$ cat src/rtl/i2c_mux_pkg.sv
package i2c_mux_pkg;

  typedef enum logic [2:0] {
    ST_IDLE,
    ST_ADDR,
    ST_ADDR_ACK,
    ST_WR,
    ST_WR_ACK,
    ST_RD,
    ST_RD_ACK,
    ST_SKIP
  } tgt_state_e;

  typedef struct packed {
    logic scl;
    logic sda;
    logic scl_rise;
    logic scl_fall;
    logic start;
    logic stop;
  } bus_evt_t;

endpackage

$ cat src/rtl/i2c_line_sync.sv
module i2c_line_sync
  import i2c_mux_pkg::*;
#(
  parameter int STAGES = 2
) (
  input  logic     clk_i,
  input  logic     rst_ni,
  input  logic     scl_i,
  input  logic     sda_i,
  output bus_evt_t evt_o
);

  localparam int NLINES = 2;

  logic [NLINES-1:0] line_in;
  logic [NLINES-1:0] line_q;
  logic [NLINES-1:0] line_d;

  assign line_in = {scl_i, sda_i};

  for (genvar l = 0; l < NLINES; l++) begin : g_line
    logic [STAGES-1:0] chain_q;
    always_ff @(posedge clk_i or negedge rst_ni) begin
      if (!rst_ni) chain_q <= '1;
      else         chain_q <= {chain_q[STAGES-2:0], line_in[l]};
    end
    assign line_q[l] = chain_q[STAGES-1];
  end

  // previous synchronized sample, idle-high after reset
  always_ff @(posedge clk_i or negedge rst_ni) begin
    if (!rst_ni) line_d <= '1;
    else         line_d <= line_q;
  end

  logic scl_s, sda_s, scl_p, sda_p;
  assign scl_s = line_q[1];
  assign sda_s = line_q[0];
  assign scl_p = line_d[1];
  assign sda_p = line_d[0];

  always_comb begin
    evt_o.scl      = scl_s;
    evt_o.sda      = sda_s;
    evt_o.scl_rise = scl_s & ~scl_p;
    evt_o.scl_fall = ~scl_s & scl_p;
    evt_o.start    = scl_s & scl_p & sda_p & ~sda_s;
    evt_o.stop     = scl_s & scl_p & ~sda_p & sda_s;
  end

endmodule

$ cat src/rtl/i2c_target_fsm.sv
module i2c_target_fsm
  import i2c_mux_pkg::*;
#(
  parameter logic [6:0] TARGET_ADDR = 7'h70,
  parameter int         REG_W       = 8,
  parameter logic [REG_W-1:0] RST_VAL = REG_W'(8'h08)
) (
  input  logic             clk_i,
  input  logic             rst_ni,
  input  logic             srst_ni,
  input  bus_evt_t         evt_i,
  output logic [REG_W-1:0] ctrl_o,
  output logic             sda_pull_o
);

  localparam int CNT_W = $clog2(REG_W + 1);
  localparam logic [CNT_W-1:0] LAST_IN  = CNT_W'(REG_W);
  localparam logic [CNT_W-1:0] LAST_OUT = CNT_W'(REG_W - 1);

  tgt_state_e       state_q;
  logic [REG_W-1:0] shift_q;
  logic [REG_W-1:0] tx_q;
  logic [REG_W-1:0] ctrl_q;
  logic [CNT_W-1:0] cnt_q;
  logic             rw_q;
  logic             nack_q;
  logic             pull_q;

  always_ff @(posedge clk_i or negedge rst_ni) begin
    if (!rst_ni) begin
      state_q <= ST_IDLE;
      shift_q <= '0;
      tx_q    <= '0;
      ctrl_q  <= RST_VAL;
      cnt_q   <= '0;
      rw_q    <= 1'b0;
      nack_q  <= 1'b0;
      pull_q  <= 1'b0;
    end else if (!srst_ni) begin
      state_q <= ST_IDLE;
      ctrl_q  <= RST_VAL;
      cnt_q   <= '0;
      pull_q  <= 1'b0;
    end else if (evt_i.stop) begin
      state_q <= ST_IDLE;
      pull_q  <= 1'b0;
    end else if (evt_i.start) begin
      state_q <= ST_ADDR;
      cnt_q   <= '0;
      pull_q  <= 1'b0;
    end else begin
      unique case (state_q)
        ST_ADDR: begin
          if (evt_i.scl_rise) begin
            shift_q <= {shift_q[REG_W-2:0], evt_i.sda};
            cnt_q   <= cnt_q + 1'b1;
          end else if (evt_i.scl_fall && cnt_q == LAST_IN) begin
            if (shift_q[7:1] == TARGET_ADDR) begin
              state_q <= ST_ADDR_ACK;
              rw_q    <= shift_q[0];
              pull_q  <= 1'b1;
            end else begin
              state_q <= ST_SKIP;
            end
          end
        end
        ST_ADDR_ACK: begin
          if (evt_i.scl_fall) begin
            cnt_q <= '0;
            if (rw_q) begin
              state_q <= ST_RD;
              tx_q    <= ctrl_q;
              pull_q  <= ~ctrl_q[REG_W-1];
            end else begin
              state_q <= ST_WR;
              pull_q  <= 1'b0;
            end
          end
        end
        ST_WR: begin
          if (evt_i.scl_rise) begin
            shift_q <= {shift_q[REG_W-2:0], evt_i.sda};
            cnt_q   <= cnt_q + 1'b1;
          end else if (evt_i.scl_fall && cnt_q == LAST_IN) begin
            ctrl_q  <= shift_q;  // selection lands at the acknowledge
            pull_q  <= 1'b1;
            state_q <= ST_WR_ACK;
          end
        end
        ST_WR_ACK: begin
          if (evt_i.scl_fall) begin
            pull_q  <= 1'b0;
            cnt_q   <= '0;
            state_q <= ST_WR;
          end
        end
        ST_RD: begin
          if (evt_i.scl_fall) begin
            if (cnt_q == LAST_OUT) begin
              pull_q  <= 1'b0;
              state_q <= ST_RD_ACK;
            end else begin
              cnt_q  <= cnt_q + 1'b1;
              tx_q   <= {tx_q[REG_W-2:0], 1'b0};
              pull_q <= ~tx_q[REG_W-2];
            end
          end
        end
        ST_RD_ACK: begin
          if (evt_i.scl_rise) begin
            nack_q <= evt_i.sda;
          end else if (evt_i.scl_fall) begin
            if (nack_q) begin
              state_q <= ST_SKIP;
            end else begin
              state_q <= ST_RD;
              cnt_q   <= '0;
              tx_q    <= ctrl_q;
              pull_q  <= ~ctrl_q[REG_W-1];
            end
          end
        end
        default: ;
      endcase
    end
  end

  assign ctrl_o     = ctrl_q;
  assign sda_pull_o = pull_q;


  stop_to_idle_chk: assert property (@(posedge clk_i) disable iff (!rst_ni)
    (srst_ni && evt_i.stop) |=> (state_q == ST_IDLE && !pull_q));


  pull_scl_low_chk: assert property (@(posedge clk_i) disable iff (!rst_ni)
    (pull_q != $past(pull_q)) |-> (!$past(evt_i.scl) || !$past(srst_ni)));


  ctrl_at_ack_chk: assert property (@(posedge clk_i) disable iff (!rst_ni)
    (ctrl_q != $past(ctrl_q)) |-> (state_q == ST_WR_ACK || !$past(srst_ni)));


  bus_rst_chk: assert property (@(posedge clk_i) disable iff (!rst_ni)
    !srst_ni |=> (ctrl_q == RST_VAL && state_q == ST_IDLE && !pull_q));


  skip_quiet_chk: assert property (@(posedge clk_i) disable iff (!rst_ni)
    (state_q == ST_SKIP) |-> !pull_q);

endmodule

$ cat src/rtl/chan_decode.sv
module chan_decode #(
  parameter int IDX_W = 3
) (
  input  logic [IDX_W:0]        sel_i,
  output logic [(1<<IDX_W)-1:0] en_o
);

  localparam int NUM_CH = 1 << IDX_W;

  for (genvar g = 0; g < NUM_CH; g++) begin : g_ch
    assign en_o[g] = sel_i[IDX_W] && (sel_i[IDX_W-1:0] == IDX_W'(g));
  end

endmodule

$ cat src/rtl/i2c_chan_mux.sv
module i2c_chan_mux
  import i2c_mux_pkg::*;
#(
  parameter logic [6:0] TARGET_ADDR = 7'h70,
  parameter int         CH_IDX_W    = 3,
  parameter int         SYNC_STAGES = 2
) (
  input  logic                     clk_i,
  input  logic                     rst_ni,
  input  logic                     bus_rst_ni,
  input  logic                     scl_i,
  input  logic                     sda_i,
  output logic                     sda_pull_o,
  output logic [(1<<CH_IDX_W)-1:0] chan_en_o
);

  localparam int REG_W  = 8;
  localparam int EN_BIT = CH_IDX_W;
  localparam logic [REG_W-1:0] RST_VAL = REG_W'(1 << EN_BIT);

  bus_evt_t         evt;
  logic [REG_W-1:0] ctrl;

  i2c_line_sync #(
    .STAGES(SYNC_STAGES)
  ) u_sync (
    .clk_i (clk_i),
    .rst_ni(rst_ni),
    .scl_i (scl_i),
    .sda_i (sda_i),
    .evt_o (evt)
  );

  i2c_target_fsm #(
    .TARGET_ADDR(TARGET_ADDR),
    .REG_W      (REG_W),
    .RST_VAL    (RST_VAL)
  ) u_fsm (
    .clk_i     (clk_i),
    .rst_ni    (rst_ni),
    .srst_ni   (bus_rst_ni),
    .evt_i     (evt),
    .ctrl_o    (ctrl),
    .sda_pull_o(sda_pull_o)
  );

  chan_decode #(
    .IDX_W(CH_IDX_W)
  ) u_dec (
    .sel_i(ctrl[EN_BIT:0]),
    .en_o (chan_en_o)
  );


  one_chan_chk: assert property (@(posedge clk_i) disable iff (!rst_ni)
    $onehot0(chan_en_o));

endmodule

$ cat config.mk
export PLATFORM = sky130hd
export DESIGN_NAME = i2c_chan_mux
export DESIGN_NICKNAME = d
export VERILOG_FILES = /design/src/rtl/i2c_mux_pkg.sv /design/src/rtl/i2c_line_sync.sv /design/src/rtl/i2c_target_fsm.sv /design/src/rtl/chan_decode.sv /design/src/rtl/i2c_chan_mux.sv
export SDC_FILE = /design/constraint.sdc
export NUM_CORES = 1
export LEC_CHECK = 0
export ABC_AREA = 0
export CAP_MARGIN = 20
export CORE_ASPECT_RATIO = 0.9
export CORE_UTILIZATION = 61
export CTS_BUF_LIST = sky130_fd_sc_hd__clkbuf_8
export CTS_CLUSTER_DIAMETER = 80
export DETAILED_ROUTE_END_ITERATION = 12
export MAX_ROUTING_LAYER = met4
export PLACE_DENSITY = 0.82
export SYNTH_ARGS = -nofsm -noshare
export SYNTH_HDL_FRONTEND = slang
export SYNTH_SLANG_ARGS = --single-unit
$ cat constraint.sdc
create_clock -name clk_i -period 2.6 [get_ports clk_i]
set_clock_uncertainty 0.05 [all_clocks]
set_input_delay 0.52 -clock clk_i [delete_from_list [all_inputs] [get_ports clk_i]]
set_output_delay 0.52 -clock clk_i [all_outputs]
set_load 0.02 [all_outputs]
==> flow_results.org <==
** Drt
- After detailed routing, the number of remaining DRC violations is 0.
- Initial DRC Count :: 251
- Routed length per placed instance :: 17.7 um
- After detailed routing, the number of vias per cell comes to 6.52.
- Routed Antenna Nets :: 0
- Via count of the routed design :: 1793
- For this run, the detailed router's first-pass iteration total came to 4.
- Total wirelength of the detailed-routed design :: 4.87 mm

** Place
- After legalization and detailed placement, the total HPWL measured 3.39 mm.
- Post-detailed-placement cell area :: 2270 um^2
- Routability-driven placement finished with a final weighted congestion of 0.957.
- Number of input and output port buffers inserted :: 13

** Synthesis
- During synthesis, Yosys emitted a total of 0 warnings.
- By area the synthesized netlist is led by sky130_fd_sc_hd__dfrtp_1 (38%), sky130_fd_sc_hd__dfstp_2 (8.7%), sky130_fd_sc_hd__mux2_2 (5.3%).
- Mean instance size in the synthesized netlist :: 9.68 um^2
- The biggest area contributor in the post-synthesis netlist is sky130_fd_sc_hd__dfrtp_1.
- Synthesized instance count :: 219
- Sequential cells were found to cover 46.4% of the synthesized design area.
- The netlist uses 47 different library cells.
- Number of synthesized flops with an enable pin :: 0
- Counting flops with an async set or reset pin after synthesis yields a share of 100%.
- Post-Synthesis Cell Area :: 2120 um^2
- In this run the biggest area consumer among cell types represents 37.8% of the synthesized area.
- Counting every net in the synthesized netlist gives 226.
- #FFs+latches synth :: 39
- Among all flip-flop cells after synthesis, the most frequent one is sky130_fd_sc_hd__dfrtp_1.

** Timing
- Summed over all failing endpoints, the final setup total negative slack is 0 ps.
- Pin slew with the least headroom to its limit :: 839 ps
- Total count of max-transition violations in the final report :: 0
- Headroom to the max-slew limit came out at 44.1%.
- Setup violation total in the final timing report :: 0
- Setup repair after global routing left no endpoint under its margin.
- Subtracting the final worst setup slack from the clock period gives 2380 ps.
- The final-report hold violation count was 0.
- Highest clock rate :: 0.420 GHz
- In the finished design, the share of the clock period the worst path needs comes to 91.6%.

** Worst setup path
- The largest individual stage delay along the critical path comes from the cell sky130_fd_sc_hd__clkdlybuf4s50_1.
- Critical-path cell list :: nand2_1, nor3_1, clkdlybuf4s50_1
- The number of buffers and inverters on the critical path is 1.
- Worst-path fanout max :: 4
- STA classifies the critical path endpoint as a primary output.
- Data required, critical path :: 2030 ps
- WP data arrival :: 1810 ps
- Grouping stages by cell kind, the critical path spends the most delay in buffers and inverters.
- Worst Setup Path Type :: register to primary output
- The worst setup path is launched from a register.
- For this run, the slowest stage of the critical path takes 660 ps.

** Global routing
- Total GRT Usage :: 30.4%
- Entering global routing, the biggest net connects 40 pins.
- Global-route wire length before repair :: 8.24 mm
- Number of global-route vias before repair :: 1784
- The number of antenna violations at the first check in global routing came to 0.
- Total global routing overflow :: 0

** Die
- The die covers 3720 um^2.
- Die Span Y :: 57.9 um
- Number of placement rows :: 19
- Core Region :: 3190 um^2
- Die span in x :: 64.2 um
- During I/O placement, the number of pins put on the boundary was 14.
- For this configuration, the core starts out at a cell density of 66.6%.

** Clocking
- Clock Sink Count :: 39
- CTS built an H-tree with a depth of 2.
- Clk buf depth :: 2
- Post-CTS repair changed the size of 0 cells.
- Clock root cell :: sky130_fd_sc_hd__clkbuf_8
- Number of setup buffers added after CTS :: 0
- The number of clock buffers added by TritonCTS is 5.
- After clock tree synthesis, the clock-pin slew on the worst setup and hold paths is 80 ps.
- Number of buffers inserted for hold repair after clock tree synthesis :: 0
- Clock latency on the worst-skew pair :: 290 ps
- TritonCTS built the clock tree.

** Hold path
- The tightest min-delay check is of the primary input to asynchronous set/reset pin type.

** Cells and area
- With fillers left out, the area of the finished cells amounts to 2380 um^2.
- Antenna Cells :: 0
- Of the cells placed in the final design, the portion with a size suffix greater than 1 is 15.9%.
- Leaving out fill and tap cells, the most frequent cell in the layout is sky130_fd_sc_hd__dfrtp_1.
- Nets@finish :: 239
- Commonest non-fill, non-tap cells in the layout :: sky130_fd_sc_hd__dfrtp_1 (32), sky130_fd_sc_hd__nor2_1 (21), sky130_fd_sc_hd__a21oi_1 (21)
- Layout overhead on the synthesized area :: 12.4%

** Flow run
- Max cap viols :: 0

** Run status
- The run finished with clean final reports.

** Power
- In this run the power density over the cells is 886 nW/um^2.
- The analysis attributes to cell leakage a power of 1.02 nW.
- Peak supply drop :: 0.499 mV
## state kept, by name (all words and copies together), names as in the netlist
name                   cells
u_fsm.ctrl_o               8
u_fsm.state_q              3
u_sync.g_line.chain_q      4
u_sync.line_d              2
u_fsm.sda_pull_o           1
u_fsm.nack_q               1
u_fsm.shift_q              8
u_fsm.tx_q                 7
u_fsm.rw_q                 1
u_fsm.cnt_q                4
## area by class of cell
| type | count | area [um^2] |
|---|---|---|
| multi-input combinational | 163 | 1050 |
| sequential | 39 | 985 |
| fill | 234 | 801 |
| timing repair buffer | 18 | 163 |
| clock buffer | 5 | 68.8 |
| tap | 42 | 52.6 |
| clock inverter | 3 | 43.8 |
| inverter | 5 | 18.8 |
## routing by layer
| metal | global-route usage [%] | vias up | part of all wire [%] |
|---|---|---|---|
| met3 | 6.89 | 14 | 8.3 |
| met2 | 46.4 | 85 | 48 |
| li1 | - | 811 | - |
| met1 | 39.4 | 883 | 42 |
| met4 | 13.3 | 0 | 1.7 |
| met5 | - | - | 0 |
## final timing paths
check / from / end / cells after the start / slack, ps
setup / recovery: u_fsm.ctrl_o[3] / chan_en_o[1] / 3 / 220
hold / removal: rst_ni / u_fsm.state_q[1] / 1 / 270
setup reg to reg: u_fsm.state_q[2] / u_fsm.cnt_q[0] / 5 / 290
hold reg to reg: u_sync.g_line[1].chain_q[0] / u_sync.g_line[1].chain_q[1] / 0 / 310
max in group asynchronous: rst_ni / u_fsm.nack_q / 1 / 1690
min in group clk_i: u_sync.g_line[1].chain_q[0] / u_sync.g_line[1].chain_q[1] / 0 / 310
## cell families (layout without fill, tap and decap cells)
| logic type | count (synthesis) | count (layout) | share of synthesized area (%) |
|---|---|---|---|
| AND/OR/NAND/NOR | 90 | 90 | 22.8 |
| AO/OA/AOI/OAI | 52 | 52 | 16.0 |
| flip-flops | 39 | 39 | 46.4 |
| multiplexers | 17 | 17 | 8.85 |
| buffers and inverters | 17 | 31 | 3.89 |
| adder cells (fa/ha/maj) | 2 | 2 | 1.18 |
| XOR/XNOR | 2 | 2 | 0.826 |
## metrics by stage
stage | setup slack [ps] | power (W) | hold WS, ps | std cells | utilization (%)
final | 217 | 0.00211 | 265 | 275 | 74.9
after global routing | 144 | 0.00223 | 315 | 275 | 74.9
after CTS | 220 | 0.00210 | 293 | 275 | 74.9
after detailed placement | 332 | 0.00159 | 298 | 267 | 71.3
after global placement | 371 | 0.00155 | 299 | 267 | 71.3
after floorplan | 623 | 0.00144 | 174 | 219 | -
## worst register-to-register path: stages (launching register included)
cell                       delay [ps]
sky130_fd_sc_hd__dfrtp_1          740
sky130_fd_sc_hd__nand2b_1         210
sky130_fd_sc_hd__o221ai_2         220
sky130_fd_sc_hd__a31oi_1          160
sky130_fd_sc_hd__or3_1            490
sky130_fd_sc_hd__mux2_4           330
## power breakdown
group,switching [W],total (W),internal [W]
sequential,0.000201,0.000943,0.000742
clock,0.000223,0.000509,0.000286
combinational,0.000345,0.000662,0.000317
## Yosys cell counts, types with 5 or more instances
library cell,number
sky130_fd_sc_hd__buf_2,6
sky130_fd_sc_hd__a21oi_1,21
sky130_fd_sc_hd__nand3_1,8
sky130_fd_sc_hd__nor2b_1,8
sky130_fd_sc_hd__o21ai_0,6
sky130_fd_sc_hd__nand2_1,20
sky130_fd_sc_hd__nor2_1,21
sky130_fd_sc_hd__mux2_2,10
sky130_fd_sc_hd__dfrtp_1,32
sky130_fd_sc_hd__inv_1,5
sky130_fd_sc_hd__nand2b_1,8
sky130_fd_sc_hd__dfstp_2,7
sky130_fd_sc_hd__mux2i_1,6
sky130_fd_sc_hd__o41ai_1,5
Power figures use the tool's default switching activity.
